File: src/rtl/cfi_mode_pkg.sv
package cfi_mode_pkg;

    typedef enum logic [1:0] {
        MODE_ARRAY = 2'd0,
        MODE_IDENT = 2'd1,
        MODE_QUERY = 2'd2
    } mode_e;

    localparam logic [7:0] CMD_QUERY = 8'h98;
    localparam logic [7:0] CMD_IDENT = 8'h90;
    localparam logic [7:0] CMD_RESET = 8'hF0;
    localparam logic [11:0] ADR_QUERY = 12'h055;
    localparam logic [11:0] ADR_IDENT = 12'h555;

    typedef struct packed {
        logic is_query;
        logic is_ident;
        logic is_reset;
    } cmd_t;

    typedef struct packed {
        mode_e mode;
    } fsm_state_t;

    function automatic logic [7:0] query_byte(input logic [11:0] a);
        logic [7:0] r;
        case (a)
            12'h010: r = 8'h51;
            12'h011: r = 8'h52;
            12'h012: r = 8'h59;
            default: r = 8'h00;
        endcase
        return r;
    endfunction

endpackage

File: src/rtl/cfi_cmd_decode.sv
module cfi_cmd_decode
    import cfi_mode_pkg::*;
#(
    parameter int ADDR_W = 12,
    parameter int DATA_W = 8
) (
    input  logic [ADDR_W-1:0] wr_addr,
    input  logic [DATA_W-1:0] wr_data,
    output cmd_t              cmd
);
    localparam logic [ADDR_W-1:0] QADR = ADDR_W'(ADR_QUERY);
    localparam logic [ADDR_W-1:0] IADR = ADDR_W'(ADR_IDENT);
    localparam logic [DATA_W-1:0] QDAT = DATA_W'(CMD_QUERY);
    localparam logic [DATA_W-1:0] IDAT = DATA_W'(CMD_IDENT);
    localparam logic [DATA_W-1:0] RDAT = DATA_W'(CMD_RESET);

    always_comb begin
        cmd.is_query = (wr_data == QDAT) && (wr_addr == QADR);
        cmd.is_ident = (wr_data == IDAT) && (wr_addr == IADR);
        cmd.is_reset = (wr_data == RDAT);
    end

    always_comb begin
        assert ($countones({cmd.is_query, cmd.is_ident, cmd.is_reset}) <= 1)
            else $error("AST_ONE_CMD");
    end
endmodule

File: src/rtl/cfi_mode_fsm.sv
module cfi_mode_fsm
    import cfi_mode_pkg::*;
(
    input  logic  clk,
    input  logic  rst_n,
    input  logic  wr_stb,
    input  logic  busy,
    input  cmd_t  cmd,
    output mode_e mode
);
    fsm_state_t state_d, state_q;

    always_comb begin
        state_d = state_q;
        if (wr_stb) begin
            if (cmd.is_reset) begin
                state_d.mode = MODE_ARRAY;
            end else if (!busy) begin
                case (state_q.mode)
                    MODE_ARRAY: begin
                        if (cmd.is_query)      state_d.mode = MODE_QUERY;
                        else if (cmd.is_ident) state_d.mode = MODE_IDENT;
                    end
                    MODE_IDENT: begin
                        if (cmd.is_query) state_d.mode = MODE_QUERY;
                    end
                    default: state_d.mode = state_q.mode;
                endcase
            end
        end
    end

    always_ff @(posedge clk or negedge rst_n) begin
        if (!rst_n) state_q <= '{mode: MODE_ARRAY};
        else        state_q <= state_d;
    end

    assign mode = state_q.mode;

    AST_LEGAL_CODE: assert property (@(posedge clk) disable iff (!rst_n)
        state_q.mode != 2'd3);
    AST_HOLD_NO_STB: assert property (@(posedge clk) disable iff (!rst_n)
        !wr_stb |=> $stable(state_q.mode));
    AST_BUSY_BLOCK: assert property (@(posedge clk) disable iff (!rst_n)
        (wr_stb && busy && !cmd.is_reset) |=> $stable(state_q.mode));
    AST_RESET_CMD: assert property (@(posedge clk) disable iff (!rst_n)
        (wr_stb && cmd.is_reset) |=> state_q.mode == MODE_ARRAY);
    AST_QUERY_STICKY: assert property (@(posedge clk) disable iff (!rst_n)
        (state_q.mode == MODE_QUERY && !(wr_stb && cmd.is_reset))
        |=> state_q.mode == MODE_QUERY);
    AST_QUERY_ENTRY: assert property (@(posedge clk) disable iff (!rst_n)
        (state_q.mode != MODE_QUERY && !(wr_stb && cmd.is_query && !busy))
        |=> state_q.mode != MODE_QUERY);
endmodule

File: src/rtl/cfi_info_table.sv
module cfi_info_table
    import cfi_mode_pkg::*;
#(
    parameter int          ADDR_W = 12,
    parameter int          DATA_W = 8,
    parameter bit          IS_QUERY = 1'b1,
    parameter logic [7:0]  MFR_ID = 8'h01,
    parameter logic [7:0]  DEV_ID = 8'h7E
) (
    input  logic [ADDR_W-1:0] rd_addr,
    output logic [DATA_W-1:0] data
);
    logic [11:0] a12;
    assign a12 = 12'(rd_addr);

    generate
        if (IS_QUERY) begin : g_query
            logic wide_hi;
            if (ADDR_W > 12) begin : g_hi
                assign wide_hi = |rd_addr[ADDR_W-1:(ADDR_W > 12 ? 12 : 0)];
            end else begin : g_nohi
                assign wide_hi = 1'b0;
            end
            always_comb data = wide_hi ? '0 : DATA_W'(query_byte(a12));
        end else begin : g_ident
            always_comb begin
                if (rd_addr == ADDR_W'(0))      data = DATA_W'(MFR_ID);
                else if (rd_addr == ADDR_W'(1)) data = DATA_W'(DEV_ID);
                else                            data = '0;
            end
        end
    endgenerate
endmodule

File: src/rtl/cfi_mode_ctrl.sv
module cfi_mode_ctrl
    import cfi_mode_pkg::*;
#(
    parameter int         ADDR_W = 12,
    parameter int         DATA_W = 8,
    parameter logic [7:0] MFR_ID = 8'h01,
    parameter logic [7:0] DEV_ID = 8'h7E
) (
    input  logic              clk,
    input  logic              rst_n,
    input  logic              wr_stb,
    input  logic [ADDR_W-1:0] wr_addr,
    input  logic [DATA_W-1:0] wr_data,
    input  logic              busy,
    input  logic [ADDR_W-1:0] rd_addr,
    input  logic [DATA_W-1:0] array_data,
    output logic [1:0]        mode_o,
    output logic [DATA_W-1:0] rd_data
);
    cmd_t              cmd;
    mode_e             mode;
    logic [DATA_W-1:0] qry_data, id_data;

    cfi_cmd_decode #(.ADDR_W(ADDR_W), .DATA_W(DATA_W)) u_dec (
        .wr_addr(wr_addr), .wr_data(wr_data), .cmd(cmd));

    cfi_mode_fsm u_fsm (
        .clk(clk), .rst_n(rst_n), .wr_stb(wr_stb), .busy(busy),
        .cmd(cmd), .mode(mode));

    cfi_info_table #(.ADDR_W(ADDR_W), .DATA_W(DATA_W), .IS_QUERY(1'b1),
                     .MFR_ID(MFR_ID), .DEV_ID(DEV_ID)) u_qry (
        .rd_addr(rd_addr), .data(qry_data));

    cfi_info_table #(.ADDR_W(ADDR_W), .DATA_W(DATA_W), .IS_QUERY(1'b0),
                     .MFR_ID(MFR_ID), .DEV_ID(DEV_ID)) u_id (
        .rd_addr(rd_addr), .data(id_data));

    always_comb begin
        case (mode)
            MODE_QUERY: rd_data = qry_data;
            MODE_IDENT: rd_data = id_data;
            default:    rd_data = array_data;
        endcase
    end

    assign mode_o = mode;

    AST_ARRAY_PASS: assert property (@(posedge clk) disable iff (!rst_n)
        (mode == MODE_ARRAY) |-> rd_data == array_data);
endmodule

File: config.mk
export PLATFORM = sky130hd
export DESIGN_NAME = cfi_mode_ctrl
export DESIGN_NICKNAME = d
export VERILOG_FILES = /design/src/rtl/cfi_mode_pkg.sv /design/src/rtl/cfi_cmd_decode.sv /design/src/rtl/cfi_mode_fsm.sv /design/src/rtl/cfi_info_table.sv /design/src/rtl/cfi_mode_ctrl.sv
export SDC_FILE = /design/constraint.sdc
export NUM_CORES = 1
export LEC_CHECK = 0
export BUFFER_PORTS_ARGS = -buffer_cell sky130_fd_sc_hd__buf_2
export CAP_MARGIN = 30
export CORE_UTILIZATION = 33
export DETAILED_ROUTE_END_ITERATION = 8
export GPL_TIMING_DRIVEN = 0
export PLACE_DENSITY_LB_ADDON = 0.25
export SKIP_LAST_GASP = 1
export SLEW_MARGIN = 20
export SYNTH_ARGS = -nofsm -noshare
export SYNTH_HDL_FRONTEND = slang
export SYNTH_HIERARCHICAL = 1
export SYNTH_SLANG_ARGS = --single-unit
File: constraint.sdc
create_clock -name clk -period 1.8 [get_ports clk]
set_input_delay 0 -clock clk [delete_from_list [all_inputs] [get_ports clk]]
set_output_delay 0 -clock clk [all_outputs]
set_load 0.05 [all_outputs]
==> impl_metrics.csv <==
group,metric,value,unit
placed_design,port_buffers,53,
critical_path,cp-start-kind,"input pin",
synthesis,synthCells,80,
layout,nets,187,
route,route.layer.met1.wl,610,um
clock_tree,clockBufferDepth,2,
route,dr.pass1.iters,2,
placed_design,place_congestion,0.747,
global_routing,overflow,0,
clock_tree,clock_latency,0.21,ns
route,dr_total_vias,772,
layout,stdcell_count,164,
sta,min_period,1.65,ns
layout,final_area,953,um2
critical_path,worstSetupPathType,"in2out",
clock_tree,cts.sinks,2,
clock_tree,path_clk_slew,0.03,ns
global_routing,antenna_found_initial,0,
global_routing,grt_pass1_wl,2.25,mm
layout,nFillCells,185,
synthesis,ys_types,30,
floorplanning,fp-row-count,15,
layout,syn_to_final_growth,55.8,%
clock_tree,root_buffer,"clkbuf_4",
critical_path,cp.arrival,1.65,ns
synthesis,synth-async-reset-ratio,1.00,
route,vias_per_cell,4.71,
clock_tree,cts_tree,"done",
route,drc,0,
layout,largest_register_ff_count,2,
synthesis,ys_ff_latch,2,
placed_design,dp_cells,160,
placed_design,hpwl,1.28,mm
min_path,hold_class,"in2reg",
layout,num_antenna_cells,0,
synthesis,ys_warn_count,6,
clock_tree,htree_levels,1,
synthesis,synth_edf_count,0,
floorplanning,core_area,1730,um2
power_and_ir_drop,p_leak,0.471,nW
floorplanning,die_w,45.1,um
synthesis,avgSynthCellArea,7.65,um2
layout,drive_gt1_frac,0.568,
floorplanning,die_h,45.1,um
synthesis,synthFlopType,"dfrtp_1",
sta,setup_viol,0,
route,route.met3.wl,96,um
route,routedWlPerCell,8.87,um
placed_design,pre_cts_ws,-0.0372,ns
clock_tree,numCtsBuffers,3,
critical_path,cp_max_fo,4,
floorplanning,die_area,2030,um2
route,maxUsedRoutingLayer,"met3",
layout,mostFrequentLayoutCell,"buf_2",
global_routing,grt_pass1_vias,631,
power_and_ir_drop,peakVddDrop,0.401,mV
route,dr_wl_met2,747,um
route,routed_wl,1.46,mm
synthesis,synth_area_leader_cell,"buf_4",
sta,final_max_slew_viol_count,0,
sta,fin_skew,0.000366,ns
power_and_ir_drop,p_per_area,327,nW/um2
sta,fmax,0.606,GHz
layout,final_cell_mix,"53 x buf_2, 11 x buf_4, 9 x nand2_1",
synthesis,ys_top_cells_by_area,"buf_4 13%, a22oi_1 9.8%, dfrtp_1 8.2%",
placed_design,placed_cell_area,916,um2
route,drt_iter0_drc,4,
floorplanning,io_pins,54,
layout,final_util,0.552,
outcome,status,"completed",
flow_run,drv_cap,0,
sta,fin_crit_sh,0.917,
sta,hold_viol,0,
floorplanning,start_util,0.354,
sta,rsz0062_at_grt,"false",
synthesis,synth_area,612,um2
synthesis,yosysTopAreaCellShare,0.135,
critical_path,worstSetupEndpointType,"primary output",
route,ant_nets,0,
sta,holdWs,0.0109,ns
sta,worst_slack,0.150,ns
global_routing,grt_start_max_net_pins,11,
critical_path,cp.required,1.80,ns
global_routing,gr-usage-all-layers,0.142,
synthesis,ys_seq_area_frac,0.0818,
[Yosys cell counts, drive strengths merged, types with 2 or more instances]
cell type and number:
and4bb 2, nand4 2, dfrtp 2, nor3 4, inv 3, o21ai 8
nor4 3, buf 13, ha 2, nand2b 3, or4b 2, nor2 4
or4 4, a22oi 8, conb 2, nand2 9
[area by class of cell]
cell class / count / area, um2 / area share
clock buffer: 3 / 22.5 / 0.0236
tap: 25 / 31.3 / 0.0328
multi-input combinational: 64 / 458 / 0.480
inverter: 3 / 11.3 / 0.0118
sequential: 2 / 50.0 / 0.0525
buffer: 13 / 105 / 0.110
timing repair buffer: 54 / 275 / 0.289
[logic make-up (layout without fill, tap and decap cells)]
family,after synthesis,count (layout),share of synthesized area
other,2,4,0.0123
AND/OR/NAND/NOR,39,39,0.438
buffers and inverters,16,73,0.190
adder cells (fa/ha/maj),2,2,0.0409
flip-flops,2,2,0.0818
AO/OA/AOI/OAI,19,19,0.237
[final timing paths]
kind                          startpoint            end  slack (ns)  cells past startpoint
setup reg to reg           u_fsm/mode[1]  u_fsm/mode[0]        0.83                      2
hold / removal                    wr_stb  u_fsm/mode[1]        0.01                      2
max in group asynchronous          rst_n  u_fsm/mode[0]        1.60                      2
setup / recovery              rd_addr[9]     rd_data[6]        0.15                      7
hold reg to reg            u_fsm/mode[0]  u_fsm/mode[0]        0.58                      2
min in group asynchronous          rst_n  u_fsm/mode[1]        0.10                      2
[per-stage QoR]
stage | total power [mW] | setup TNS [ns]
finish | 0.311 | 0
global route | 0.339 | 0
CTS | 0.316 | 0
detailed placement | 0.218 | -0.102
global placement | 0.215 | -0.318
floorplan | 0.148 | -0.877
[layer usage]
layer  track usage  vias to the layer above
met3        0.0120                        0
li1              -                      411
met1         0.153                      328
met4        0.0182                        0
met5             0                        -
met2         0.296                       33
[worst max-delay path, stage by stage]
cell and delay, ns:
buf_2 0.10, or4_4 0.57, a2111oi_4 0.37, buf_4 0.16, a22oi_1 0.06, o21ai_1 0.11, buf_2 0.27
[power breakdown]
group / total (mW) / internal [mW] / switching (mW)
clock: 0.0928 / 0.0731 / 0.0197
combinational: 0.170 / 0.0741 / 0.0955
sequential: 0.0490 / 0.0472 / 0.00184
[what timing repair did]
action / CTS / global route
setup buffers: 0 / 0
resized for setup: 1 / 0
hold buffers: 1 / 0
endpoints found under the setup margin: 5 / 0
hold endpoints to repair: 2 / 0
(Power assumes the default switching activity.)
